===== src/rtl/fpa_pkg.sv =====
package fpa_pkg;
  localparam int ERR_W  = 8;
  localparam int SNAP_W = 4;
  localparam int MODE_W = 4;
  localparam int TOL_W  = 3;

  typedef enum logic [MODE_W-1:0] {
    SM_OFF     = 4'h0,
    SM_ONESHOT = 4'h1,
    SM_CONT    = 4'h2,
    SM_MONITOR = 4'h9
  } sync_mode_e;
endpackage


===== src/rtl/fpa_edge_sync.sv =====
module fpa_edge_sync #(
  parameter int STAGES = 2
) (
  input  logic clk,
  input  logic rst_n,
  input  logic raw_i,
  output logic rise_o
);
  localparam int SH_W = STAGES + 1;

  logic [SH_W-1:0] sh_q, sh_d;

  always_comb begin
    sh_d = {sh_q[SH_W-2:0], raw_i};
  end

  always_ff @(posedge clk or negedge rst_n) begin
    if (!rst_n) sh_q <= '0;
    else        sh_q <= sh_d;
  end

  assign rise_o = sh_q[STAGES-1] & ~sh_q[STAGES];
endmodule


===== src/rtl/fpa_lmfc_counter.sv =====
module fpa_lmfc_counter #(
  parameter int W      = 5,
  parameter int RELOAD = 1
) (
  input  logic         clk,
  input  logic         rst_n,
  input  logic         reload_i,
  output logic [W-1:0] cnt_o
);
  localparam logic [W-1:0] RELOAD_V = W'(RELOAD);

  logic [W-1:0] cnt_q, cnt_d;

  always_comb begin
    if (reload_i) cnt_d = RELOAD_V;
    else          cnt_d = cnt_q + 1'b1;
  end

  always_ff @(posedge clk or negedge rst_n) begin
    if (!rst_n) cnt_q <= '0;
    else        cnt_q <= cnt_d;
  end

  assign cnt_o = cnt_q;
endmodule


===== src/rtl/fpa_sync_ctrl.sv =====
module fpa_sync_ctrl
  import fpa_pkg::*;
#(
  parameter int PERIOD_W    = 5,
  parameter int BUSY_CYCLES = 4
) (
  input  logic                clk,
  input  logic                rst_n,
  input  logic                edge_i,
  input  logic                enable_i,
  input  logic [MODE_W-1:0]   mode_i,
  input  logic [TOL_W-1:0]    tol_i,
  input  logic                arm_set_i,
  input  logic [PERIOD_W-1:0] cnt_i,
  output logic                realign_o,
  output logic                arm_o,
  output logic                busy_o,
  output logic [ERR_W-1:0]    cur_err_o,
  output logic                err_lo_o,
  output logic                err_hi_o,
  output logic [SNAP_W-1:0]   snap_err_o,
  output logic                snap_lo_o,
  output logic                snap_hi_o
);
  localparam int BUSY_W = $clog2(BUSY_CYCLES + 1);
  localparam logic [BUSY_W-1:0] BUSY_LOAD = BUSY_W'(BUSY_CYCLES);

  logic [BUSY_W-1:0] busy_q, busy_d;
  logic              arm_q, arm_d;
  logic [ERR_W-1:0]  err_q, err_d;
  logic              lo_q, lo_d, hi_q, hi_d;
  logic [SNAP_W-1:0] snap_q, snap_d;
  logic              slo_q, slo_d, shi_q, shi_d;

  logic             busy_free, accept, is_one, is_cont, is_mon;
  logic             check, rot_ok, rotate, neg, viol;
  logic [ERR_W-1:0] meas, mag;

  // phase measurement: counter value read as signed offset from the wrap
  always_comb begin
    meas = ERR_W'($signed(cnt_i));
    neg  = meas[ERR_W-1];
    mag  = neg ? (~meas + 1'b1) : meas;
    viol = mag > ERR_W'(tol_i);
  end

  // policy decode
  always_comb begin
    busy_free = (busy_q == '0);
    accept    = enable_i & edge_i & busy_free;
    is_one    = (mode_i == SM_ONESHOT);
    is_cont   = (mode_i == SM_CONT);
    is_mon    = (mode_i == SM_MONITOR);
    check     = accept & (is_cont | is_mon | (is_one & arm_q));
    rot_ok    = is_cont | ((is_one | is_mon) & arm_q);
    rotate    = check & rot_ok & viol;
  end

  // next state
  always_comb begin
    arm_d  = arm_q;
    busy_d = busy_q;
    err_d  = err_q;
    lo_d   = lo_q;
    hi_d   = hi_q;
    snap_d = snap_q;
    slo_d  = slo_q;
    shi_d  = shi_q;

    if (arm_set_i)   arm_d = 1'b1;
    else if (accept) arm_d = 1'b0;

    if (rotate)          busy_d = BUSY_LOAD;
    else if (!busy_free) busy_d = busy_q - 1'b1;

    if (rotate) begin
      snap_d = meas[SNAP_W-1:0];
      slo_d  = viol & neg;
      shi_d  = viol & ~neg;
      err_d  = '0;
      lo_d   = 1'b0;
      hi_d   = 1'b0;
    end else if (check) begin
      err_d = meas;
      lo_d  = viol & neg;
      hi_d  = viol & ~neg;
    end
  end

  always_ff @(posedge clk or negedge rst_n) begin
    if (!rst_n) begin
      arm_q  <= 1'b0;
      busy_q <= '0;
      err_q  <= '0;
      lo_q   <= 1'b0;
      hi_q   <= 1'b0;
      snap_q <= '0;
      slo_q  <= 1'b0;
      shi_q  <= 1'b0;
    end else begin
      arm_q  <= arm_d;
      busy_q <= busy_d;
      err_q  <= err_d;
      lo_q   <= lo_d;
      hi_q   <= hi_d;
      snap_q <= snap_d;
      slo_q  <= slo_d;
      shi_q  <= shi_d;
    end
  end

  assign realign_o  = rotate;
  assign arm_o      = arm_q;
  assign busy_o     = ~busy_free;
  assign cur_err_o  = err_q;
  assign err_lo_o   = lo_q;
  assign err_hi_o   = hi_q;
  assign snap_err_o = snap_q;
  assign snap_lo_o  = slo_q;
  assign snap_hi_o  = shi_q;
endmodule


===== src/rtl/frame_phase_align.sv =====
module frame_phase_align
  import fpa_pkg::*;
#(
  parameter int PERIOD_W    = 5,
  parameter int BUSY_CYCLES = 4,
  parameter int SYNC_STAGES = 2
) (
  input  logic                clk,
  input  logic                rst_n,
  input  logic                sysref_i,
  input  logic                subclass_i,
  input  logic                cfg_enable_i,
  input  logic [3:0]          cfg_mode_i,
  input  logic [2:0]          cfg_tol_i,
  input  logic                arm_set_i,
  output logic                arm_o,
  output logic                busy_o,
  output logic [PERIOD_W-1:0] lmfc_cnt_o,
  output logic                lmfc_wrap_o,
  output logic [7:0]          cur_err_o,
  output logic                err_lo_o,
  output logic                err_hi_o,
  output logic [3:0]          snap_err_o,
  output logic                snap_lo_o,
  output logic                snap_hi_o
);
  localparam int RELOAD_VAL = 1;

  logic                ext_rise, ref_pulse, align_edge, realign;
  logic [PERIOD_W-1:0] lmfc_cnt, ref_cnt;

  fpa_edge_sync #(.STAGES(SYNC_STAGES)) u_sync (
    .clk    (clk),
    .rst_n  (rst_n),
    .raw_i  (sysref_i),
    .rise_o (ext_rise)
  );

  // internal reference for subclass 0: free-running, never realigned
  fpa_lmfc_counter #(.W(PERIOD_W), .RELOAD(0)) u_ref (
    .clk      (clk),
    .rst_n    (rst_n),
    .reload_i (1'b0),
    .cnt_o    (ref_cnt)
  );

  fpa_lmfc_counter #(.W(PERIOD_W), .RELOAD(RELOAD_VAL)) u_lmfc (
    .clk      (clk),
    .rst_n    (rst_n),
    .reload_i (realign),
    .cnt_o    (lmfc_cnt)
  );

  always_comb begin
    ref_pulse  = &ref_cnt;
    align_edge = subclass_i ? ext_rise : ref_pulse;
  end

  fpa_sync_ctrl #(.PERIOD_W(PERIOD_W), .BUSY_CYCLES(BUSY_CYCLES)) u_ctrl (
    .clk        (clk),
    .rst_n      (rst_n),
    .edge_i     (align_edge),
    .enable_i   (cfg_enable_i),
    .mode_i     (cfg_mode_i),
    .tol_i      (cfg_tol_i),
    .arm_set_i  (arm_set_i),
    .cnt_i      (lmfc_cnt),
    .realign_o  (realign),
    .arm_o      (arm_o),
    .busy_o     (busy_o),
    .cur_err_o  (cur_err_o),
    .err_lo_o   (err_lo_o),
    .err_hi_o   (err_hi_o),
    .snap_err_o (snap_err_o),
    .snap_lo_o  (snap_lo_o),
    .snap_hi_o  (snap_hi_o)
  );

  assign lmfc_cnt_o  = lmfc_cnt;
  assign lmfc_wrap_o = &lmfc_cnt;
endmodule


===== config.mk =====
export PLATFORM = sky130hd
export DESIGN_NAME = frame_phase_align
export DESIGN_NICKNAME = d
export VERILOG_FILES = /design/src/rtl/fpa_pkg.sv /design/src/rtl/fpa_edge_sync.sv /design/src/rtl/fpa_lmfc_counter.sv /design/src/rtl/fpa_sync_ctrl.sv /design/src/rtl/frame_phase_align.sv
export SDC_FILE = /design/constraint.sdc
export NUM_CORES = 1
export LEC_CHECK = 0
export ABC_AREA = 0
export CAP_MARGIN = 20
export CORE_ASPECT_RATIO = 1.1
export CORE_UTILIZATION = 48
export DETAILED_ROUTE_END_ITERATION = 7
export GPL_TIMING_DRIVEN = 0
export PLACE_DENSITY_LB_ADDON = 0.2
export SYNTH_ARGS = -nofsm -noshare
export SYNTH_HDL_FRONTEND = slang
export SYNTH_SLANG_ARGS = --single-unit

===== constraint.sdc =====
create_clock -name clk -period 2.5 [get_ports clk]
set_input_delay 0.375 -clock clk [delete_from_list [all_inputs] [get_ports clk]]
set_output_delay 0.375 -clock clk [all_outputs]
set_load 0.01 [all_outputs]

### Word-level counts from Yosys, hierarchy flattened

Index checks and enable logic that the tools add are counted.

* $add $sub $neg: 4
* order comparisons: 1
* eq/ne operators: 4
* multiplexer cells: 13
* bitwise gates (word level): 18
* reductions and logical operators: 5

Operators with widths (count)
* two-way mux 8 bit: 3
* adder 5 x 1 -> 5 bit (second input constant): 2
* AND 1 bit: 10
* AND reduction 5 bit: 2
* adder 8 x 1 -> 8 bit (second input constant): 1
* > comparator 8 x 3 -> 1 bit: 1
* inverter 8 bit: 1
* two-way mux 1 bit: 7
* two-way mux 3 bit: 2
* two-way mux 5 bit: 1
* == test 4 x 1 -> 1 bit (second input constant): 1
* == test 4 x 2 -> 1 bit (second input constant): 1
* == test 4 bit (second input constant): 1
* bitwise OR 1 bit: 4
* nonzero test 2 bit: 2
* zero test 3 bit: 1
* inverter 1 bit: 3
* subtractor 3 x 1 -> 3 bit (second input constant): 1
* inequality test 2 bit (second input constant): 1

* register bits: 33
* input port bits: 13
* output and inout port bits: 24
* logic and storage cells: 56

### Depth between registers and ports, before layout

Gate-level depths: netlist of run 1.

* depth in word-level cells: 9
* depth in mapped cells: 11
* mapped depth without buffers: 10

### Modules after synthesis

From an unflattened synthesis of run 1, not the netlist that was laid out.

* cell total of the unflattened synthesis: 137
* area, all modules: 1517.7 µm²

By module, submodules not included
* fpa_sync_ctrl: times used 1, cells an instance 89, area an instance 944.7 µm², sequential area each 425.4 µm²
* fpa_lmfc_counter at u_lmfc: times used 1, cells an instance 18, area an instance 222.7 µm², sequential area each 125.1 µm²
* fpa_lmfc_counter at u_ref: times used 1, cells an instance 18, area an instance 220.2 µm², sequential area each 125.1 µm²
* fpa_edge_sync: times used 1, cells an instance 4, area an instance 88.8 µm², sequential area each 75.1 µm²
* frame_phase_align: times used 1, cells an instance 8, area an instance 41.3 µm², sequential area each 0.0 µm²

### Worst setup path before layout of run 1

OpenSTA, ideal clock, no wires.

* kind: flip-flop to flip-flop
* start: register u_lmfc.cnt_q[0], in the netlist u_lmfc.cnt_o[0]
* end: register u_ctrl.snap_q[0], in the netlist u_ctrl.snap_err_o[0]
* library setup time: 0.125 ns
* data arrival time: 2.194 ns
* data required time: 2.375 ns
* slack: 0.181 ns
* stages on the path, launching flop included: 10
* buffers on the path: 0
* clock period less this slack: 2.319 ns
* cell sequence: dfrtp_1 inv_1 ha_1 nand2_1 o21ai_0 ha_1 a211oi_1 o22ai_2 nand3_2 mux2_2

* longest elaborated chain between the ends: 5

Ends and longest elaborated chain
* from (decl): line fpa_lmfc_counter.sv:12 `logic [W-1:0] cnt_q, cnt_d;`
* from (signal assigned): line fpa_lmfc_counter.sv:21 `else cnt_q <= cnt_d;`
* inverter 8 bit: line fpa_sync_ctrl.sv:43 `mag = neg ? (~meas + 1'b1) : meas;`
* adder 8 x 1 -> 8 bit: line fpa_sync_ctrl.sv:43
* two-way mux 8 bit: line fpa_sync_ctrl.sv:43
* > comparator 8 x 3 -> 1 bit: line fpa_sync_ctrl.sv:44 `viol = mag > ERR_W'(tol_i);`
* AND 1 bit: line fpa_sync_ctrl.sv:56 `rotate = check & rot_ok & viol;`
* to (signal assigned): line fpa_sync_ctrl.sv:106 `snap_q <= snap_d;`
* to (decl): line fpa_sync_ctrl.sv:32 `logic [SNAP_W-1:0] snap_q, snap_d;`

Several ways; a longest one is shown, not always the timed one.
A chain may end at the register's enable or synchronous reset.

### Worst setup path after layout of run 1

* start: register u_lmfc.cnt_q[1], in the netlist u_lmfc.cnt_o[1]
* end: register u_ctrl.snap_q[1], in the netlist u_ctrl.snap_err_o[1]

Same word-level chain as after synthesis.

==> impl_results.md, run 1 <==
* Fillers at 215
* Worst Hold Slack at 0.3613 ns
* Syn_nets at ~150
* Wire length per cell at 14.24 um
* IO buf count at 36
* Max Cap Violations at 0
* Critical path peak fanout at 10
* Status: finished clean
* Period Utilization, post-route at a little over nine tenths
* Top post-synthesis cells by area: dfrtp_1, ha_1, mux2_2, inv_1, mux2i_1
* Met3 Use GR at slightly below 8%
* Vias in the first global route at about 1,100
* Count leader, synth: dfrtp_1
* Commonest cells in the netlist: dfrtp_1, inv_1, ha_1, nand2_1, nor2_1
* Iteration-0 DRC Markers at 27
* Clock skew at about 0.0034 ns
* Req. time, crit path at roughly 2.7 ns
* Die Ht at 59.52 um
* Crit. End Element: register
* #FFs+latches synth at 30
* Vias at 1,068
* Footprint of the multi-input gates at between 500 and 600 sq um
* Gr ovfl total at 0
* # IOs at 37
* Die Area at approximately 3200 sq um
* Min Tclk post-route at about 2.4 ns
* Layout area overhead at 40.21%
* Final hold vios at 0
* Share of cells above drive strength 1 at 19.43%
* DR vias/cell at roughly 5
* Max transition margin at 62.36%
* Cts bufs inserted at 5
* Clock sink count at 30
* Final Max Slew Viols at 0
* Mapped Avg Cell Area at 11.46 sq um
* Worst Tran Pin Value at between 0.5 and 0.6 ns
* Post-synthesis cell type count at 34
* Sequential area share after synthesis at around 52%
* Placed cell count at between 150 and 200
* Synthesized cell area at about 1400 sq um
* Largest net degree at the start of global routing at 22
* Pwr per Cell Area at between 900 and 1000 nW/um^2
* Layout net count at 197
* Synth area leader: dfrtp_1
* Final setup TNS at 0 ns
* M1 GR Usage at between 20% and 30%
* Startpoint Class: register
* CTS tree: done
* Leakage power at 0.0009641 uW
* Post-synthesis instance total at 126
* Core area at around 2800 sq um
* Antenna fix cells at 0
* Root buffer cell: clkbuf_4
* Clk buf depth at 2
* Top-area cell type share of the netlist area at ~52%
* Horiz. Die Dim at 54.30 um
* Initial Utilization at 51.52%
* Global-route track usage on met2 at 35.02%
* GRT busiest layer: met2
* Gr usage total at between 20% and 30%
* Critical path arrival at between 2 and 3 ns
* Cell Rows at 20
* Min-delay worst type: reg2reg
* Antenna viol nets, final at 0
* VDD IR max at 992.7 uV
* Register Area at 753.2 sq um
* Count of flip-flops with a built-in enable after synthesis at 0
* Final Routed Wirelength at about 3.0 mm
* DRT Pass-1 Iters at 4
* Synth Warn # at 0
* Final HPWL DP at between 2 and 2.5 mm
* DRC at 0
* Clk slew on worst S/H paths at ~0.090 ns
* Max Fclk at about 420 MHz
* GPL Wtd Cong at approximately 0.73
* Global-route wire length before repair at between 4 and 5 mm
* Post-synth top flop: dfrtp_1
* Final core utilization at a little over 70%
* WS Path Type: reg2reg
* Total Power at around 1900 uW
* Initial antenna violation count at 0
* Finished Layout Cells at roughly 210
* Final setup fails at 0
* Synth async-reset ratio at 100.0%
* Worst skew pair latency at approximately 0.33 ns
* CTS HTree Levels at 2
cell families after synthesis:
group / after synthesis / share of synthesized area, %
compound gates: 18 / 9.791
xor+xnor: 6 / 3.639
fa+ha+maj: 10 / 8.666
buf+inv: 21 / 7.365
flops: 30 / 51.99
mux: 9 / 6.672
simple gates: 32 / 11.87
cells in the final DEF, fill, tap and decap left out, types with 2 or more instances in the layout:
| cell type | Yosys | routed |
|---|---|---|
| clkdlybuf4s50_1 | 0 | 36 |
| dfrtp_1 | 30 | 28 |
| inv_1 | 14 | 14 |
| ha_1 | 10 | 10 |
| nand2_1 | 8 | 8 |
| nor2_1 | 8 | 8 |
| buf_4 | 3 | 7 |
| mux2_2 | 5 | 5 |
| clkbuf_4 | 0 | 5 |
| xnor2_1 | 4 | 4 |
| mux2i_1 | 4 | 4 |
| o22ai_1 | 4 | 4 |
| nand3_1 | 3 | 3 |
| o21ai_0 | 3 | 3 |
| xor2_1 | 2 | 2 |
| and3_1 | 2 | 2 |
| buf_6 | 2 | 2 |
| nor2b_1 | 2 | 2 |
| a211oi_2 | 2 | 2 |
| and2_1 | 2 | 2 |
| nand2b_1 | 2 | 2 |
| a21o_1 | 2 | 2 |
| bufinv_16 | 0 | 2 |
| dfrtp_2 | 0 | 2 |
flip-flops by register name, indices dropped and copies added, names as in the netlist, 3 cells and up:
name / flops
u_lmfc.cnt_o: 5
u_ctrl.cur_err_o: 5
u_sync.sh_q: 3
u_ctrl.snap_err_o: 4
u_ref.cnt_o: 5
u_ctrl.busy_q: 3
layout make-up:
class	instances	share of cell area (%)
Inverter	14	2.596
Buffer	7	2.658
Timing Repair Buffer	41	20.64
Clock buffer	6	2.534
Tap cell	33	2.040
Sequential cell	30	37.21
Clock inverter	2	2.967
Multi-Input combinational cell	75	29.36
power breakdown:
| group | switching, uW | internal [uW] | total (uW) |
|---|---|---|---|
| Sequential | 78.4 | 575 | 653 |
| Clock | 168 | 339 | 507 |
| Combinational | 348 | 406 | 753 |
worst paths after layout:
check | startpoint | end | slack (ns) | cells past startpoint
setup / recovery | u_lmfc.cnt_o[1]$_DFF_PN0_ | u_ctrl.snap_err_o[1]$_DFFE_PN0P_ | 0.1 | 9
hold / removal | u_sync.sh_q[0]$_DFF_PN0_ | u_sync.sh_q[1]$_DFF_PN0_ | 0.36 | 0
setup reg to reg | u_lmfc.cnt_o[1]$_DFF_PN0_ | u_ctrl.snap_err_o[1]$_DFFE_PN0P_ | 0.1 | 9
hold reg to reg | u_sync.sh_q[0]$_DFF_PN0_ | u_sync.sh_q[1]$_DFF_PN0_ | 0.36 | 0
max in group asynchronous | rst_n | u_lmfc.cnt_o[0]$_DFF_PN0_ | 1.59 | 2
min in group asynchronous | rst_n | u_ctrl.cur_err_o[2]$_DFFE_PN0P_ | 0.40 | 1
repair_timing:
item                                   in CTS  in global routing
endpoints found under the hold margin       0                  0
hold buffers                                0                  0
setup buffers                               0                  4
setup endpoints to repair                   5                  6
gates resized for setup                     3                  0
layer usage:
| layer | routed length (um) | share of wire (%) |
|---|---|---|
| met4 | 44 | 1.5 |
| met3 | 193 | 6.5 |
| met5 | 0 | 0 |
| met2 | 1517 | 51 |
| met1 | 1205 | 41 |
worst max-delay path, stage by stage (launching register included):
cell and delay [ns]:
dfrtp_2 0.44, inv_1 0.09, ha_1 0.23, nand2_1 0.06, o21ai_0 0.10, ha_1 0.32, a211oi_1 0.34, o22ai_2 0.18
nand3_4 0.17, mux2_2 0.36
metrics by stage:
step	cell area (sq um)	setup WS [ns]
2_1_floorplan	1444	0.1811
3_3_place_gp	1846	-0.04659
3_5_place_dp	1873	-0.1143
4_1_cts	1994	0.04418
5_1_grt	2024	-0.002560
6_report	2024	0.09828
(Power assumes the default switching activity.)
==> inputs of run 2 (changes only) <==
--- a/config.mk
+++ b/config.mk
@@ -11,7 +11,8 @@
 export CORE_UTILIZATION = 48
 export DETAILED_ROUTE_END_ITERATION = 7
 export GPL_TIMING_DRIVEN = 0
-export PLACE_DENSITY_LB_ADDON = 0.2
+export PLACE_DENSITY = 0.79
+export SETUP_SLACK_MARGIN = 0.3
 export SYNTH_ARGS = -nofsm -noshare
 export SYNTH_HDL_FRONTEND = slang
 export SYNTH_SLANG_ARGS = --single-unit
==> run 2 against run 1 <==
Against the previous run:
- count of clock-buffer cells in the layout rose by 1
- register-to-register slack improved by 0.17 ns
- final cell count is 5.8% higher
- via count is 9.5% higher
- worst setup slack better by 0.17 ns
- cell area is 7.5% higher
- flip-flop and latch count unchanged
- core utilization is 5.4 points higher
- die area stayed put
- clock power shrank 41%
- sequential share of layout area fell by 2.6 points
- global-route usage rose by 2.7 points
- critical endpoint is now u_ctrl.snap_lo_o$_DFFE_PN0P_
- largest cell class unchanged
==> impl_results.md, run 2 (synthesis gave the netlist of run 1 again) <==
* Commonest non-fill, non-tap cell in the layout: clkdlybuf4s50_1
* Cts bufs inserted at 5 (unchanged)
* Placement-stage cell area at 1888 sq um (+0.80%)
* Fillers at 186 (-13%)
* Worst skew pair latency at 0.34 ns (about the same)
* # IOs at 37 (unchanged)
* Antenna viol nets, final at 0 (unchanged)
* Global-route wire length before repair at 5.354 mm (+15%)
* Layout net count at 209 (+6.1%)
* Initial Utilization at 51.52% (unchanged)
* IO buf count at 36 (unchanged)
* Antenna fix cells at 0 (unchanged)
* Unrepaired setup endpoints after global routing: yes
* Worst hold path cell count at 0 (unchanged)
* Cell Rows at 20 (unchanged)
* Final HPWL DP at 2.149 mm (+4.6%)
* Max Fclk at 448.8 MHz (+7.8%)
* Core area at 2803 sq um (unchanged)
* DRT Pass-1 Iters at 4 (unchanged)
* Clk buf depth at 2 (unchanged)
* Horiz. Die Dim at 54.30 um (unchanged)
* Gr ovfl total at 0 (unchanged)
* Cell area after layout at 2176 sq um (+7.5%)
* Period Utilization, post-route at 89.13% (-6.9 points)
* Layout area overhead at 50.69%
* Worst hold path startpoint: u_sync.sh_q[0]$_DFF_PN0_
* Worst path cell trace: buf_4 > buf_4 > buf_4 > or4_4 > a21oi_4 > o22ai_4 > nand3_4 > mux2_2
* Commonest cells after routing, fill and taps aside: clkdlybuf4s50_1, dfrtp_1, buf_4
* Die Ht at 59.52 um (unchanged)
* Total Power at 1929 uW (+0.79%)
* Critical path arrival at 2.46 ns (-0.16 ns)
* CP max stage delay at 0.49 ns (+0.05 ns)
* DR vias/cell at 5.314 (+3.5%)
* Share of cells above drive strength 1 at 33.69% (+14 points)
* Initial antenna violation count at 0 (unchanged)
* Final hold vios at 0 (unchanged)
* Final setup fails at 0 (unchanged)
* Hold Path End: u_sync.sh_q[1]$_DFF_PN0_
* Critical path peak fanout at 5 (-5)
* Most used cell, CP: buf_4
* FF-to-FF End: u_ctrl.snap_lo_o$_DFFE_PN0P_
* Vias in the first global route at 1,185 (+12%)
* Root buffer cell: clkbuf_4
* Leakage power at 0.001009 uW (+4.6%)
* DRC at 0 (unchanged)
* Final setup TNS at 0 ns (unchanged)
* Setup slack at placement at 0.1565 ns (+0.2708 ns)
* Max Cap Violations at 0 (unchanged)
* Final setup margin at 0.2719 ns (+0.1736 ns)
* WS Path Type: reg2reg
* Req. time, crit path at 2.73 ns (about the same)
* FF-to-FF setup slack at 0.27 ns (+0.17 ns)
* GPL Wtd Cong at 0.7339 (+1.1%)
* Status: finished clean
* Largest net degree at the start of global routing at 21 (-4.5%)
* Gr usage total at 23.87% (+2.7 points)
* Clk slew on worst S/H paths at 0.09 ns (about the same)
* Die Area at 3232 sq um (unchanged)
* CP max-delay cell: or4_4
* Worst r2r path cells at 8 (-1)
* Crit. End Element: register
* Min-delay worst type: reg2reg
* Worst Tran Pin Value at 0.6188 ns (+0.05602 ns)
* Pwr per Cell Area at 886.4 nW/um^2 (-6.2%)
* Wire length per cell at 15.83 um (+11%)
* Iteration-0 DRC Markers at 24 (-11%)
* Vias at 1,169 (+9.5%)
* CTS tree: done
* VDD IR max at 684.3 uV (-31%)
* Clock sink count at 30 (unchanged)
* Max transition margin at 58.62% (-3.7 points)
* CTS HTree Levels at 2 (unchanged)
* Startpoint Class: register
* Min Tclk post-route at 2.228 ns (-0.1736 ns)
* Final Routed Wirelength at 3.483 mm (+18%)
* Final Max Slew Viols at 0 (unchanged)
* Clock skew at 0.006822 ns (+0.003389 ns)
* Worst reg2reg startpoint: u_lmfc.cnt_o[0]$_DFF_PN0_
==> run 2: how the worst max path moves through the flow <==
stage	to	from	slack, ns	cells past startpoint
detailed placement	u_ctrl.snap_err_o[0]$_DFFE_PN0P_	u_lmfc.cnt_o[0]$_DFF_PN0_	0.16	9
global placement	u_ctrl.snap_err_o[1]$_DFFE_PN0P_	u_lmfc.cnt_o[0]$_DFF_PN0_	0.19	9
finish	u_ctrl.snap_lo_o$_DFFE_PN0P_	u_lmfc.cnt_o[0]$_DFF_PN0_	0.27	8
CTS	u_ctrl.snap_lo_o$_DFFE_PN0P_	u_ref.cnt_o[0]$_DFF_PN0_	0.29	9
global route	u_ctrl.snap_err_o[1]$_DFFE_PN0P_	u_ref.cnt_o[0]$_DFF_PN0_	0.14	9
floorplan	u_ctrl.snap_err_o[0]$_DFFE_PN0P_	u_lmfc.cnt_o[0]$_DFF_PN0_	0.33	9
==> run 2: timing repair <==
| item | 4_1_cts | 5_1_grt |
|---|---|---|
| endpoints found under the hold margin | 0 | 0 |
| gates cloned | 2 | 0 |
| hold buffers | 0 | 0 |
| pin swaps | 5 | 11 |
| endpoints found under the setup margin | 18 | 20 |
| resized for setup | 4 | 29 |
| buffers inserted | 9 | 5 |
==> run 2: area by class of cell <==
| class | instances | area (sq um) | share of cell area [%] |
|---|---|---|---|
| clock buffer | 7 | 55.05 | 2.530 |
| clock inverter | 1 | 5.005 | 0.2300 |
| timing repair buffer | 52 | 499.2 | 22.94 |
| multi-input combinational | 76 | 709.4 | 32.60 |
| buffer | 7 | 60.06 | 2.760 |
| sequential | 30 | 753.2 | 34.62 |
| inverter | 14 | 52.55 | 2.415 |
| tap | 33 | 41.29 | 1.898 |
==> run 2: power breakdown <==
part / total [uW] / internal [uW] / switching, uW
clock: 298 / 136 / 162
sequential: 651 / 575 / 76.2
combinational: 980 / 523 / 456
total: 1930 / 1230 / 694
==> run 2: critical path, delay by kind of cell, from the launching register on <==
| kind | cells | cell delay (ns) |
|---|---|---|
| mux | 1 | 0.34 |
| compound gates | 2 | 0.29 |
| flops | 1 | 0.43 |
| simple gates | 2 | 0.64 |
| buf+inv | 3 | 0.41 |
==> run 2: layer usage <==
layer	up-vias	share of wire [%]	GRT usage, %
li1	549	-	-
met1	567	41	28.28
met2	42	51	40.59
met3	11	6.1	5.641
met4	0	2.2	9.890
met5	-	0	0
==> run 2: per-stage QoR <==
step	util (%)	hold slack, ns	cells
finish	77.63	0.3651	220
global route	77.63	0.3931	220
CTS	72.63	0.3710	215
detailed placement	67.37	0.3511	196
global placement	66.38	0.3334	195
floorplan	-	0.07941	126
==> inputs of run 3 (changes only) <==
--- a/config.mk
+++ b/config.mk
@@ -12,7 +12,7 @@
 export DETAILED_ROUTE_END_ITERATION = 7
 export GPL_TIMING_DRIVEN = 0
 export PLACE_DENSITY = 0.79
-export SETUP_SLACK_MARGIN = 0.3
+export SETUP_SLACK_MARGIN = 0.1
 export SYNTH_ARGS = -nofsm -noshare
 export SYNTH_HDL_FRONTEND = slang
 export SYNTH_SLANG_ARGS = --single-unit
==> run 3 against run 2 <==
Against the previous run:
- count of clock-buffer cells in the layout unchanged
- clock power up 25%
- sequential share of layout area up 2.3 points
- register-to-register slack worse by 0.11 ns
- sequential power down 0.6%
- routed wire length down 17%
- power down 3.6%
- core utilization down 4.9 points
- critical path depth down 3
- largest cell class unchanged
- largest power group unchanged
==> impl_results.md, run 3 (synthesis gave the netlist of run 1 again) <==
* Comb pwr share at 45.2% (-5.6 points)
* FF-to-FF setup slack at 0.16 ns (-0.11 ns)
* Crit path from: u_lmfc.cnt_o[0]$_DFF_PN0_
* Setup slack at placement at -0.04268 ns (-0.1991 ns)
* Antenna viol nets, final at 0 (unchanged)
* CP top delay family: buffers and inverters
* Status: finished clean
* Sw frac at 33.72% (-2.3 points)
* Clk slew on worst S/H paths at 0.09 ns (about the same)
* Clock power share at 20.0% (+4.6 points)
* Cell area after layout at 2038 sq um (-6.3%)
* Gr ovfl total at 0 (unchanged)
* Unrepaired setup endpoints after global routing: yes
* WS Path Type: reg2out
* Cell Rows at 20 (unchanged)
* Total Power at 1859 uW (-3.6%)
* Placed cell count at 196 (unchanged)
* Global-route wire length before repair at 4.381 mm (-18%)
* Cts bufs inserted at 5 (unchanged)
* DRC at 0 (unchanged)
* Worst hold path startpoint: u_sync.sh_q[0]$_DFF_PN0_
* Finished Layout Cells at 212 (-3.6%)
* Worst skew pair latency at 0.33 ns (about the same)
* DR vias/cell at 5.094 (-4.1%)
* Final HPWL DP at 1.969 mm (-8.4%)
* Pwr per Cell Area at 912.1 nW/um^2 (+2.9%)
* GPL Wtd Cong at 0.7192 (-2.0%)
* Worst reg2reg startpoint: u_lmfc.cnt_o[0]$_DFF_PN0_
* CP max stage delay at 0.47 ns (-0.02 ns)
* Clock skew at 0.01087 ns (+0.004044 ns)
* Clock sink count at 30 (unchanged)
* CTS HTree Levels at 2 (unchanged)
* Max Cap Violations at 0 (unchanged)
* Final Max Slew Viols at 0 (unchanged)
* Wire length per cell at 13.71 um (-13%)
* Layout area overhead at 41.16%
* Final hold vios at 0 (unchanged)
* Commonest non-fill, non-tap cell in the layout: clkdlybuf4s50_1
* Max transition margin at 64.47% (+5.9 points)
* Worst path cell trace: buf_4 > ha_1 > and3_2 > ha_1 > clkdlybuf4s50_1
* Crit. End Element: output pin
* Share of total power in sequential cells at 34.8% (+1.0 points)
* Root buffer cell: clkbuf_4
* Startpoint Class: register
* Worst Tran Pin Value at 0.5313 ns (-0.08755 ns)
* Gr usage total at 20.00% (-3.9 points)
* Fillers at 202 (+8.6%)
* Commonest cells after routing, fill and taps aside: clkdlybuf4s50_1, dfrtp_1, inv_1
* Final setup fails at 0 (unchanged)
* Most used cell, CP: ha_1
* Initial antenna violation count at 0 (unchanged)
* Vias in the first global route at 1,010 (-15%)
* Share of cells above drive strength 1 at 22.35% (-11 points)
* Die Area at 3232 sq um (unchanged)
* CP Buf/Inv Count at 2 (-1)
* IO buf count at 36 (unchanged)
* DRT Pass-1 Iters at 4 (unchanged)
* CTS tree: done
* Layout net count at 201 (-3.8%)
* Initial Utilization at 51.52% (unchanged)
* Req. time, crit path at 2.12 ns (-0.61 ns)
* CP max-delay cell: clkdlybuf4s50_1
* Die Ht at 59.52 um (unchanged)
* Net switching power at 626.9 uW (-9.7%)
* Vias at 1,080 (-7.6%)
* Critical path peak fanout at 3 (-2)
* Largest net degree at the start of global routing at 22 (+4.8%)
* Critical path arrival at 1.98 ns (-0.48 ns)
* Total internal power at 1232 uW (-0.17%)
* # IOs at 37 (unchanged)
* Period Utilization, post-route at 94.31% (+5.2 points)
* Placement-stage cell area at 1873 sq um (-0.79%)
* Horiz. Die Dim at 54.30 um (unchanged)
* Final setup margin at 0.1423 ns (-0.1296 ns)
* Final Routed Wirelength at 2.907 mm (-17%)
* Leakage power at 0.0009746 uW (-3.4%)
* Max Fclk at 424.1 MHz (-5.5%)
* Post-CTS Hold Fix Bufs at 0 (unchanged)
* Min-delay worst type: reg2reg
* Clk buf depth at 2 (unchanged)
* Min Tclk post-route at 2.358 ns (+0.1296 ns)
* VDD IR max at 719.5 uV (+5.1%)
* Antenna fix cells at 0 (unchanged)
* Iteration-0 DRC Markers at 18 (-25%)
* Core area at 2803 sq um (unchanged)
-- run 3: changes by cell type in the layout (fill, tap and decap cells not counted), sizes merged --
cell           change
clkdlybuf4s50      +1
buf                -7
bufinv             +1
clkinv             -1
clkbuf             -2
-- run 3: timing repair --
item / CTS / global route
setup buffers: 2 / 5
cloned: 0 / 1
gates resized for setup: 3 / 7
endpoints found under the setup margin: 8 / 8
pin swaps: 0 / 4
-- run 3: final cells by class --
| class | count | area (sq um) | share of cell area (%) |
|---|---|---|---|
| tap | 33 | 41.29 | 2.026 |
| sequential | 30 | 753.2 | 36.96 |
| multi-input combinational | 76 | 620.6 | 30.45 |
| inverter | 14 | 52.55 | 2.578 |
| clock buffer | 7 | 45.04 | 2.210 |
| clock inverter | 1 | 30.03 | 1.473 |
| timing repair buffer | 44 | 440.4 | 21.61 |
| buffer | 7 | 55.05 | 2.701 |
-- run 3: worst reg2reg max path, delay by kind of cell (launching register included) --
family	cells	cell delay, ns
AO/OA/AOI/OAI	2	0.37
adder cells (fa/ha/maj)	2	0.50
XOR/XNOR	1	0.15
multiplexers	1	0.33
AND/OR/NAND/NOR	3	0.43
buffers and inverters	1	0.04
flip-flops	1	0.39
-- run 3: stage by stage --
step	hold WS [ns]	TNS, ns	util, %
3_3_place_gp	0.3316	-0.04992	65.85
6_report	0.3469	0	72.72
5_1_grt	0.3533	0	72.72
2_1_floorplan	0.07941	0	-
3_5_place_dp	0.3355	-0.1767	66.83
4_1_cts	0.3565	0	70.40
-- run 3: final timing paths --
path	depth (start not counted)	endpoint
hold reg to reg	0	u_sync.sh_q[1]$_DFF_PN0_
setup / recovery	5	lmfc_wrap_o
setup reg to reg	10	u_ctrl.snap_err_o[2]$_DFFE_PN0P_
min in group asynchronous	1	u_ctrl.snap_err_o[0]$_DFFE_PN0P_
hold / removal	0	u_sync.sh_q[1]$_DFF_PN0_
max in group asynchronous	2	u_lmfc.cnt_o[1]$_DFF_PN0_
-- run 3: layer usage --
metal | global-route usage (%) | vias to the layer above | share of wire, %
met5 | 0 | - | 0
met3 | 8.462 | 5 | 5.8
met4 | 7.692 | 0 | 1.3
li1 | - | 531 | -
met2 | 31.71 | 31 | 49
met1 | 23.71 | 513 | 44
-- run 3: power by group through the flow --
stage	Combinational [uW]	Sequential, uW	Clock [uW]
after floorplan	419	678	0
after global placement	678	664	0
after detailed placement	718	668	0
after CTS	733	659	387
after global routing	924	660	405
final	840	647	372
